--- config.mk ---
export PLATFORM = sky130hd
export DESIGN_NAME = cmdrsp_port
export DESIGN_NICKNAME = d
export VERILOG_FILES = /design/src/rtl/cmdrsp_pkg.sv /design/src/rtl/cmdrsp_cmd_buf.sv /design/src/rtl/cmdrsp_rsp_buf.sv /design/src/rtl/cmdrsp_port.sv
export SDC_FILE = /design/constraint.sdc
export NUM_CORES = 1
export LEC_CHECK = 0
export ABC_CLOCK_PERIOD_IN_PS = 3800
export BUFFER_PORTS_ARGS = -buffer_cell sky130_fd_sc_hd__buf_2
export CELL_PAD_IN_SITES_DETAIL_PLACEMENT = 0
export CELL_PAD_IN_SITES_GLOBAL_PLACEMENT = 1
export CORE_MARGIN = 2
export CORE_UTILIZATION = 54
export CTS_CLUSTER_DIAMETER = 120
export DETAILED_ROUTE_END_ITERATION = 12
export MAX_ROUTING_LAYER = met4
export PLACE_DENSITY_LB_ADDON = 0.1
export SLEW_MARGIN = 10
export SYNTH_ARGS = -nofsm -noshare
export SYNTH_HDL_FRONTEND = slang
export SYNTH_SLANG_ARGS = --single-unit
--- constraint.sdc ---
create_clock -name clk -period 3.8 [get_ports clk]
set_input_delay 0.57 -clock clk [delete_from_list [all_inputs] [get_ports clk]]
set_output_delay 0.57 -clock clk [all_outputs]
set_load 0.02 [all_outputs]
--- src/rtl/cmdrsp_pkg.sv ---
package cmdrsp_pkg;
  typedef enum logic [2:0] {
    ST_IDLE  = 3'd0,
    ST_READY = 3'd1,
    ST_RECV  = 3'd2,
    ST_EXEC  = 3'd3,
    ST_DONE  = 3'd4
  } phase_t;

  localparam int HDR_BYTES  = 10;
  localparam int SIZE_FIRST = 2;
  localparam int SIZE_LAST  = 5;

  localparam int OFF_STATUS = 'h18;
  localparam int OFF_FIFO   = 'h24;

  localparam int B_VALID  = 7;
  localparam int B_RDY    = 6;
  localparam int B_GO     = 5;
  localparam int B_AVAIL  = 4;
  localparam int B_EXPECT = 3;
endpackage

--- src/rtl/cmdrsp_cmd_buf.sv ---
module cmdrsp_cmd_buf
  import cmdrsp_pkg::*;
#(
  parameter int DEPTH = 32,
  localparam int CW = $clog2(DEPTH + 1),
  localparam int IW = $clog2(DEPTH)
) (
  input  logic          clk,
  input  logic          rst_n,
  input  logic          clr,
  input  logic          wr_en,
  input  logic [7:0]    wr_byte,
  output logic [CW-1:0] count,
  output logic          expect_more,
  input  logic [IW-1:0] rd_idx,
  output logic [7:0]    rd_byte
);
  logic [7:0]    mem [DEPTH];
  logic [CW-1:0] count_q, count_d;
  logic [31:0]   size_q, size_d;
  logic [CW-1:0] target;
  logic          hdr_seen;
  logic          take;

  assign take = wr_en && !clr && (int'(count_q) < DEPTH);

  always_comb begin
    count_d = count_q;
    size_d  = size_q;
    if (clr) begin
      count_d = '0;
      size_d  = '0;
    end else if (take) begin
      count_d = count_q + CW'(1);
      if (count_q >= CW'(SIZE_FIRST) && count_q <= CW'(SIZE_LAST))
        size_d = {size_q[23:0], wr_byte};
    end
  end

  always_ff @(posedge clk or negedge rst_n) begin
    if (!rst_n) begin
      count_q <= '0;
      size_q  <= '0;
    end else begin
      count_q <= count_d;
      size_q  <= size_d;
    end
  end

  always_ff @(posedge clk) begin
    if (take) mem[count_q[IW-1:0]] <= wr_byte;
  end

  // length target: header size minimum, buffer size maximum
  always_comb begin
    if (size_q < 32'(HDR_BYTES))      target = CW'(HDR_BYTES);
    else if (size_q > 32'(DEPTH))     target = CW'(DEPTH);
    else                              target = CW'(size_q);
  end

  assign hdr_seen    = count_q > CW'(SIZE_LAST);
  assign expect_more = !hdr_seen || (count_q < target);
  assign count       = count_q;

  always_comb begin
    rd_byte = 8'h00;
    if (int'(rd_idx) < DEPTH) rd_byte = mem[rd_idx];
  end

  // expect only drops as a result of a byte being written
  a_r4_expect_falls_on_write: assert property (@(posedge clk) disable iff (!rst_n)
    $fell(expect_more) |-> $past(wr_en));
  // the stored count never passes the buffer size
  a_r3_count_bound: assert property (@(posedge clk) disable iff (!rst_n)
    count_q <= CW'(DEPTH));
  // writes offered once expect is low do not move the count
  a_r5_no_take_when_done: assert property (@(posedge clk) disable iff (!rst_n)
    (wr_en && !expect_more && !clr) |=> $stable(count_q));
endmodule

--- src/rtl/cmdrsp_rsp_buf.sv ---
module cmdrsp_rsp_buf #(
  parameter int DEPTH = 32,
  localparam int CW = $clog2(DEPTH + 1),
  localparam int IW = $clog2(DEPTH)
) (
  input  logic          clk,
  input  logic          rst_n,
  input  logic          clr,
  input  logic          push,
  input  logic [7:0]    push_byte,
  input  logic          pop,
  output logic [CW-1:0] unread,
  output logic [7:0]    head_byte
);
  logic [7:0]    mem [DEPTH];
  logic [CW-1:0] fill_q, fill_d;
  logic [CW-1:0] rd_q, rd_d;
  logic          do_push, do_pop;

  assign do_push = push && !clr && (int'(fill_q) < DEPTH);
  assign do_pop  = pop && !clr && (rd_q < fill_q);

  always_comb begin
    fill_d = fill_q;
    rd_d   = rd_q;
    if (clr) begin
      fill_d = '0;
      rd_d   = '0;
    end else begin
      if (do_push) fill_d = fill_q + CW'(1);
      if (do_pop)  rd_d   = rd_q + CW'(1);
    end
  end

  always_ff @(posedge clk or negedge rst_n) begin
    if (!rst_n) begin
      fill_q <= '0;
      rd_q   <= '0;
    end else begin
      fill_q <= fill_d;
      rd_q   <= rd_d;
    end
  end

  always_ff @(posedge clk) begin
    if (do_push) mem[fill_q[IW-1:0]] <= push_byte;
  end

  always_comb begin
    head_byte = 8'hFF;
    if (int'(rd_q) < DEPTH) head_byte = mem[rd_q[IW-1:0]];
  end

  assign unread = fill_q - rd_q;

  // the read pointer never overtakes the stored bytes
  a_r9_rd_le_fill: assert property (@(posedge clk) disable iff (!rst_n)
    rd_q <= fill_q);
  // response storage is bounded by the buffer size
  a_r11_fill_bound: assert property (@(posedge clk) disable iff (!rst_n)
    fill_q <= CW'(DEPTH));
endmodule

--- src/rtl/cmdrsp_port.sv ---
module cmdrsp_port
  import cmdrsp_pkg::*;
#(
  parameter int DEPTH = 32,
  parameter int AW    = 12,
  parameter int LW    = 3,
  parameter int BW    = 16,
  localparam int CW = $clog2(DEPTH + 1),
  localparam int IW = $clog2(DEPTH)
) (
  input  logic          clk,
  input  logic          rst_n,
  input  logic [LW-1:0] act_loc,
  input  logic          bus_valid,
  input  logic          bus_write,
  input  logic [LW-1:0] bus_loc,
  input  logic [AW-1:0] bus_addr,
  input  logic [7:0]    bus_wdata,
  output logic [7:0]    bus_rdata,
  output logic          exec_start,
  output logic [CW-1:0] cmd_len,
  input  logic [IW-1:0] cmd_rd_idx,
  output logic [7:0]    cmd_rd_byte,
  input  logic          rsp_valid,
  input  logic [7:0]    rsp_byte,
  input  logic          rsp_last
);
  // reset: asserted asynchronously, released through two flops
  logic rst_meta, rst_ni;
  always_ff @(posedge clk or negedge rst_n) begin
    if (!rst_n) begin
      rst_meta <= 1'b0;
      rst_ni   <= 1'b0;
    end else begin
      rst_meta <= 1'b1;
      rst_ni   <= rst_meta;
    end
  end

  phase_t        state_q, state_d;
  logic          start_q, start_d;
  logic          loc_ok, hit;
  logic          sts_wr, fifo_wr, fifo_rd;
  logic          ready_wr, go_wr;
  logic          cmd_take, rsp_push, rsp_pop;
  logic          cmd_expect;
  logic [CW-1:0] cmd_count, rsp_unread;
  logic [7:0]    rsp_head;
  logic [7:0]    sts;
  logic [BW-1:0] burst;

  assign loc_ok   = (bus_loc == act_loc);
  assign hit      = bus_valid && loc_ok;
  assign sts_wr   = hit && bus_write && (bus_addr == AW'(OFF_STATUS));
  assign fifo_wr  = hit && bus_write && (bus_addr == AW'(OFF_FIFO));
  assign fifo_rd  = hit && !bus_write && (bus_addr == AW'(OFF_FIFO));
  assign ready_wr = sts_wr && bus_wdata[B_RDY];
  assign go_wr    = sts_wr && bus_wdata[B_GO] && !bus_wdata[B_RDY];

  assign cmd_take = fifo_wr && cmd_expect && !ready_wr &&
                    (state_q == ST_READY || state_q == ST_RECV);
  assign rsp_push = rsp_valid && (state_q == ST_EXEC) && !ready_wr;
  assign rsp_pop  = fifo_rd && (state_q == ST_DONE);

  cmdrsp_cmd_buf #(.DEPTH(DEPTH)) u_cmd (
    .clk         (clk),
    .rst_n       (rst_ni),
    .clr         (ready_wr),
    .wr_en       (cmd_take),
    .wr_byte     (bus_wdata),
    .count       (cmd_count),
    .expect_more (cmd_expect),
    .rd_idx      (cmd_rd_idx),
    .rd_byte     (cmd_rd_byte)
  );

  cmdrsp_rsp_buf #(.DEPTH(DEPTH)) u_rsp (
    .clk       (clk),
    .rst_n     (rst_ni),
    .clr       (ready_wr),
    .push      (rsp_push),
    .push_byte (rsp_byte),
    .pop       (rsp_pop),
    .unread    (rsp_unread),
    .head_byte (rsp_head)
  );

  // next state
  always_comb begin
    state_d = state_q;
    if (ready_wr) begin
      state_d = ST_READY;
    end else begin
      unique case (state_q)
        ST_READY: if (cmd_take) state_d = ST_RECV;
        ST_RECV:  if (go_wr && !cmd_expect) state_d = ST_EXEC;
        ST_EXEC:  if (rsp_valid && rsp_last) state_d = ST_DONE;
        default:  state_d = state_q;
      endcase
    end
    start_d = (state_d == ST_EXEC) && (state_q != ST_EXEC);
  end

  always_ff @(posedge clk or negedge rst_ni) begin
    if (!rst_ni) begin
      state_q <= ST_IDLE;
      start_q <= 1'b0;
    end else begin
      state_q <= state_d;
      start_q <= start_d;
    end
  end

  // status byte and burst count
  always_comb begin
    sts           = 8'h00;
    sts[B_VALID]  = (state_q != ST_EXEC);
    sts[B_RDY]    = (state_q == ST_READY);
    sts[B_AVAIL]  = (state_q == ST_DONE) && (rsp_unread != '0);
    sts[B_EXPECT] = (state_q == ST_RECV) && cmd_expect;
  end

  always_comb begin
    unique case (state_q)
      ST_READY, ST_RECV: burst = BW'(DEPTH) - BW'(cmd_count);
      ST_DONE:           burst = BW'(rsp_unread);
      default:           burst = '0;
    endcase
  end

  always_comb begin
    bus_rdata = 8'hFF;
    if (loc_ok) begin
      if (bus_addr == AW'(OFF_STATUS))            bus_rdata = sts;
      else if (bus_addr == AW'(OFF_STATUS + 1))   bus_rdata = burst[7:0];
      else if (bus_addr == AW'(OFF_STATUS + 2))   bus_rdata = burst[15:8];
      else if (bus_addr == AW'(OFF_FIFO))
        bus_rdata = sts[B_AVAIL] ? rsp_head : 8'hFF;
    end
  end

  assign exec_start = start_q;
  assign cmd_len    = cmd_count;

  // execution is only entered through a go write with expect low
  a_r6_enter_exec: assert property (@(posedge clk) disable iff (!rst_ni)
    $rose(state_q == ST_EXEC) |-> $past(go_wr && !cmd_expect));
  // the start pulse is one cycle wide
  a_r6_start_single: assert property (@(posedge clk) disable iff (!rst_ni)
    exec_start |=> !exec_start);
  // completion follows a final response byte
  a_r8_done_on_last: assert property (@(posedge clk) disable iff (!rst_ni)
    $rose(state_q == ST_DONE) |-> $past(rsp_valid && rsp_last));
  // foreign-locality accesses leave the phase alone
  a_r10_foreign_ignored: assert property (@(posedge clk) disable iff (!rst_ni)
    (bus_valid && !loc_ok && state_q != ST_EXEC) |=> $stable(state_q));
endmodule

-- Word level (Yosys, flattened, before mapping)
Memory sizes are Yosys's and may differ from the RTL's.
Index checks and enable logic that the tools add are counted.
- register bits: 56
- bits in latches: 0
- bits in writable memories: 512
- bits in read-only memories: 0
- input port bits: 45
- output and inout port bits: 23
- logic and storage cells: 105
- memories: 2
- add/subtract/negate cells: 5
- multiply operators: 0
- divide/modulo/power cells: 0
- magnitude comparators: 10
- equality and inequality tests: 11
- shift-type cells: 0
- mux-type cells: 28
- bitwise operators: 0
- reductions and logical operators: 41
- memory list (memory ; depth ; width ; read ports ; clocked after Yosys merged registers in ; write ports ; RTL line ; source):
    u_cmd.mem ; 32 ; 8 ; 1 ; 0 ; 1 ; cmdrsp_cmd_buf.sv:18 ; logic [7:0] mem [DEPTH];
    u_rsp.mem ; 32 ; 8 ; 1 ; 0 ; 1 ; cmdrsp_rsp_buf.sv:15 ; logic [7:0] mem [DEPTH];
- operator list (cell ; number):
    2-to-1 mux 32 bit ; 3
    2-to-1 mux 8 bit ; 7
    2-to-1 mux 6 bit ; 8
    == test 12 x 5 -> 1 bit (second input constant) ; 3
    > comparator 32 x 6 -> 1 bit (second input constant) ; 1
    < comparator 32 x 4 -> 1 bit (second input constant) ; 1
    case mux 16 bit (2 select lines) ; 1
    logical AND 1 bit ; 27
    adder 6 x 1 -> 6 bit (second input constant) ; 3
    < comparator 6 bit (second input constant) ; 3
    == test 12 x 6 -> 1 bit (second input constant) ; 1
    < comparator 6 bit ; 2
    2-to-1 mux 3 bit ; 4
    == test 3 x 2 -> 1 bit (second input constant) ; 3
    case mux 3 bit (3 select lines) ; 1
    nonzero test 2 bit ; 4
    subtractor 6 x 6 -> 7 bit (first input constant) ; 1
    greater-or-equal comparator 6 x 2 -> 1 bit (second input constant) ; 1
    > comparator 6 x 3 -> 1 bit (second input constant) ; 1
    less-or-equal comparator 6 x 3 -> 1 bit (second input constant) ; 1
    nonzero test 6 bit ; 1
    subtractor 6 bit ; 1
    zero test 1 bit ; 5
    2-to-1 mux 1 bit ; 4
    other kinds (7) ; 8

-- Longest topological paths before layout
- depth in word-level cells: 13
- mapped depth: 11

-- Modules after synthesis
From an unflattened synthesis, not the netlist that was laid out.
- cell total of the unflattened synthesis: 1268
- area, all modules: 23521.3 µm²
- by module, submodules not included (module ; instances ; cells each ; area an instance (µm²) ; sequential area each (µm²)):
    cmdrsp_cmd_buf ; 1 ; 585 ; 11771.3 ; 8638.3
    cmdrsp_rsp_buf ; 1 ; 573 ; 10845.4 ; 7987.7
    cmdrsp_port ; 1 ; 110 ; 904.6 ; 150.1

-- Least setup slack after synthesis
OpenSTA, ideal clock, no wires.
- path type: reg2out
- from: reg u_rsp.rd_q[1]
- to: out bus_rdata[5]
- arrival: 3.285 ns
- path slack: -0.055 ns
- stages on the path, launching flop included: 10
- cells stage by stage: dfrtp_1 > buf_1 > inv_1 > buf_1 > fa_1 > xnor2_1 > nand3b_1 > o41ai_2 > nor3_1 > o31ai_1
- cells in the longest elaborated chain, start to end: 9
- RTL lines (item ; RTL line ; source):
    start, declared ; cmdrsp_rsp_buf.sv:17 ; logic [CW-1:0] rd_q, rd_d;
    start signal, assigned ; cmdrsp_rsp_buf.sv:41 ; rd_q <= rd_d;
    subtractor 6 bit ; cmdrsp_rsp_buf.sv:54 ; assign unread = fill_q - rd_q;
    nonzero test 6 bit ; cmdrsp_port.sv:119 ; sts[B_AVAIL] = (state_q == ST_DONE) && (rsp_unread != '0);
    logical AND 1 bit ; cmdrsp_port.sv:119 ;
    2-to-1 mux 8 bit ; cmdrsp_port.sv:138 ; bus_rdata = sts[B_AVAIL] ? rsp_head : 8'hFF;
    2-to-1 mux 8 bit ; cmdrsp_port.sv:137 ; else if (bus_addr == AW'(OFF_FIFO))
    2-to-1 mux 8 bit ; cmdrsp_port.sv:136 ; else if (bus_addr == AW'(OFF_STATUS + 2)) bus_rdata = burst[15:8];
    2-to-1 mux 8 bit * ; cmdrsp_port.sv:135 ; else if (bus_addr == AW'(OFF_STATUS + 1)) bus_rdata = burst[7:0];
    2-to-1 mux 8 bit * ; cmdrsp_port.sv:134 ; if (bus_addr == AW'(OFF_STATUS)) bus_rdata = sts;
    2-to-1 mux 8 bit * ; cmdrsp_port.sv:133 ; if (loc_ok) begin
    end, declared ; cmdrsp_port.sv:19 ; output logic [7:0] bus_rdata,
Mark *: on every way between the ends. The rest lies on a longest branch, timed or not.

-- Worst setup path after layout
- from: reg u_rsp.rd_q[1]
- to: out bus_rdata[3]
Same word-level chain as after synthesis.

==> metrics.txt <==
status finished with violations; failing checks setup timing; CTS H-tree depth 2; # IOs 68; worst min path class in2async; pin count of the biggest net entering global routing 43; dominant synthesized flop cell edfxtp_1; Max-Cap Viols 0; worst skew pair latency 0.62 ns; Slowest-stage cell, CP a211oi_1; Leakage 9.511 nW; XOR/XNOR Fraction of Synth Area 0.7489%; share of layout cells above drive strength 1 32.37%; mux cell area share after synthesis between 10% and 20%; Remaining DRCs 0; R2R Path Start u_cmd.size_q[31]; pins over their slew limit 0; Final nets 1534; core region area between 0.04 and 0.05 mm²; register area 0.01678 mm²; top cells by count, synth edfxtp_1 (512), mux4_2 (135), nor2_1 (128); WL final 54170 µm; worst setup path endpoint bus_rdata[3]; Crit Path Category reg2out; # diodes 0; skew final ~0.022 ns; worst-path cell chain buf_4 -> nor2b_1 -> a22oi_1 -> nand4_1 -> nand3_1 -> a211oi_1 -> o31ai_4 -> buf_6; final worst slack -0.1599 ns; EDFF count, synth 512; Avg Inst Size Synth 18.36 µm²; CTS tree yes; Yosys top cell by area edfxtp_1; CTS Buf Count 57; dpl cells 1958; post-synthesis sequential area ratio 71.72%; Row Count 76; area of the multi-input gates 0.006625 mm²; Synth Area in Adders ~1.2%; gp weighted congestion 0.8361; Area contributors post-synth edfxtp_1 (66%), mux4_2 (13%), dfrtp_1 (6.0%); count leader, synth edfxtp_1; vias in the first global route between 10000 and 15000; Area growth syn-to-layout 18.24%; Port Buffer Count 67; CP startpoint u_rsp.rd_q[1]; clock sinks 568; Slew headroom 39.85%; number of routed nets with antenna violations 0; first-pass GRT wire length roughly 81000 µm; Power Density between 400 and 500 mW/mm²; Synth top area share 65.73%; Yosys reg bits 568; post-synthesis async set-or-reset flop share 9.859%; post-DR wirelength/cell 25.77 µm; final critical-path share of the clock period 104.2%; post-route insts no fill 2102; cell area after synthesis 0.02339 mm²; GRT Total Usage approximately 26%; post-synthesis simple-gate area fraction 5.520%; Tightest Pin Transition 0.8990 ns; largest family of logic cells by synthesized area multiplexers; Hold WS 0.2750 ns; Peak VDD IR about 420 µV; clock slew at reported path FFs 0.06 ns; Net Count, Synth around 1300; fillers 2966; path depth of the worst reg2reg path 17; DR vias 12560; Longest Clk Path Bufs 3; clock root buffer clkbuf_16; DR iter-0 viols 1128; arrival time worst endpoint 3.39 ns; cells after synthesis around 1300; fin crit period 3.960 ns; die width 212.1 µm; Post-DP HPWL 34300 µm; setup violators final 5; worst-path maximum fanout 32; Die ar. 0.04499 mm²; vias per inst ~6.0; synth warn 0; grt total ovfl 0; RR Endpoint u_cmd.mem[24][1]; Power, Total between 10 and 15 mW; Hold Fails Final Rpt 0; reg2reg setup slack ~0.25 ns; Worst Path Required 3.23 ns; Fmax about 250 MHz; Netlist cell types 65; critical path startpoint category flop; DRT Pass-1 Iters 5; Initial Util between 50% and 60%; Compound-Gate Fraction of Synth Area 3.140%; Die H 212.1 µm; RSZ-0062 raised after global routing yes; antenna violations before repair 0; Slowest Stage Delay on Critical Path 0.63 ns; type of destination of the critical path output port
area by class of cell:
type	count	area share (%)
multi-input cells	620	23.96
well taps	585	2.647
repair buffers	198	5.655
inverters	23	0.3122
clock inverters	38	1.335
flip-flops and latches	568	60.68
clock buffers	70	5.411
flip-flops by register name, indices dropped and copies added, names as in the netlist:
name          cells
rst_meta          1
exec_start        1
u_cmd.size_q     32
u_cmd.count       6
state_q           3
u_rsp.rd_q        6
u_rsp.mem       256
u_rsp.fill_q      6
u_cmd.mem       256
rst_ni            1
what timing repair did:
| action | CTS | global route |
|---|---|---|
| cloned | 2 | 0 |
| setup endpoints to repair | 8 | 200 |
| resized for setup | 52 | 44 |
| hold buffers | 1 | 0 |
| buffers inserted | 13 | 22 |
| hold endpoints to repair | 2 | 0 |
| pin swaps | 22 | 31 |
worst min-delay path by stage:
stage / from / end / slack, ns
floorplan: rst_n / rst_meta / 0.27
global placement: rst_ni / u_cmd.size_q[17] / 0.34
detailed placement: rst_ni / u_cmd.size_q[17] / 0.34
CTS: rst_n / rst_ni / 0.24
global route: rst_n / rst_ni / 0.27
finish: rst_n / rst_ni / 0.28
layout by cell type (no fill, tap or decap), drive strengths merged, types with 11 or more instances in the layout:
master,Yosys,layout
edfxtp,512,512
buf,32,197
mux4,135,135
nor2,128,128
clkbuf,31,70
mux2i,57,57
dfrtp,56,56
nand3,32,32
nand2,29,29
clkinv,0,26
inv,23,24
o21ai,23,23
ha,20,20
a21oi,19,19
mux2,14,14
xnor2,13,13
nor4,12,12
nor3,11,11
stage by stage:
step | area, µm² | TNS, ns | setup WS (ns) | utilization [%]
final | 27660 | -0.4120 | -0.1599 | 64.49
after global routing | 27660 | -1.130 | -0.3498 | 64.49
after CTS | 27280 | -0.2649 | -0.1993 | 63.61
after detailed placement | 24980 | 0 | 0.05005 | 58.25
after global placement | 24980 | 0 | 0.1447 | 58.25
after floorplan | 23400 | 0 | 0.01223 | -
power breakdown:
| group | switching (mW) | total, mW | internal (mW) |
|---|---|---|---|
| clock network | 2.37 | 5.58 | 3.21 |
| logic | 0.227 | 0.363 | 0.136 |
| registers | 0.00657 | 6.82 | 6.81 |
routing by layer:
layer  vias to the layer above  share of wire (%)  GRT usage [%]
li1                       5539                  -              -
met1                      6542                 43          35.63
met2                       392                 50          40.60
met3                        86                5.3          3.250
met4                         0                2.5          7.916
met5                         -                  0              -
cells by family (layout without fill, tap and decap cells):
logic type,count (synthesis),in the layout
AO/OA/AOI/OAI,104,104
XOR/XNOR,20,20
adder cells (fa/ha/maj),22,22
buffers and inverters,86,329
flip-flops,568,568
multiplexers,206,206
other,1,1
AND/OR/NAND/NOR,267,267
worst max-delay path: cells and delay by family (launching register included):
| family | cells | cell delay, ns |
|---|---|---|
| AO/OA/AOI/OAI | 3 | 0.96 |
| AND/OR/NAND/NOR | 3 | 0.82 |
| flip-flops | 1 | 0.34 |
| buffers and inverters | 2 | 0.62 |
No activity file was read; power rests on OpenSTA's default activity.
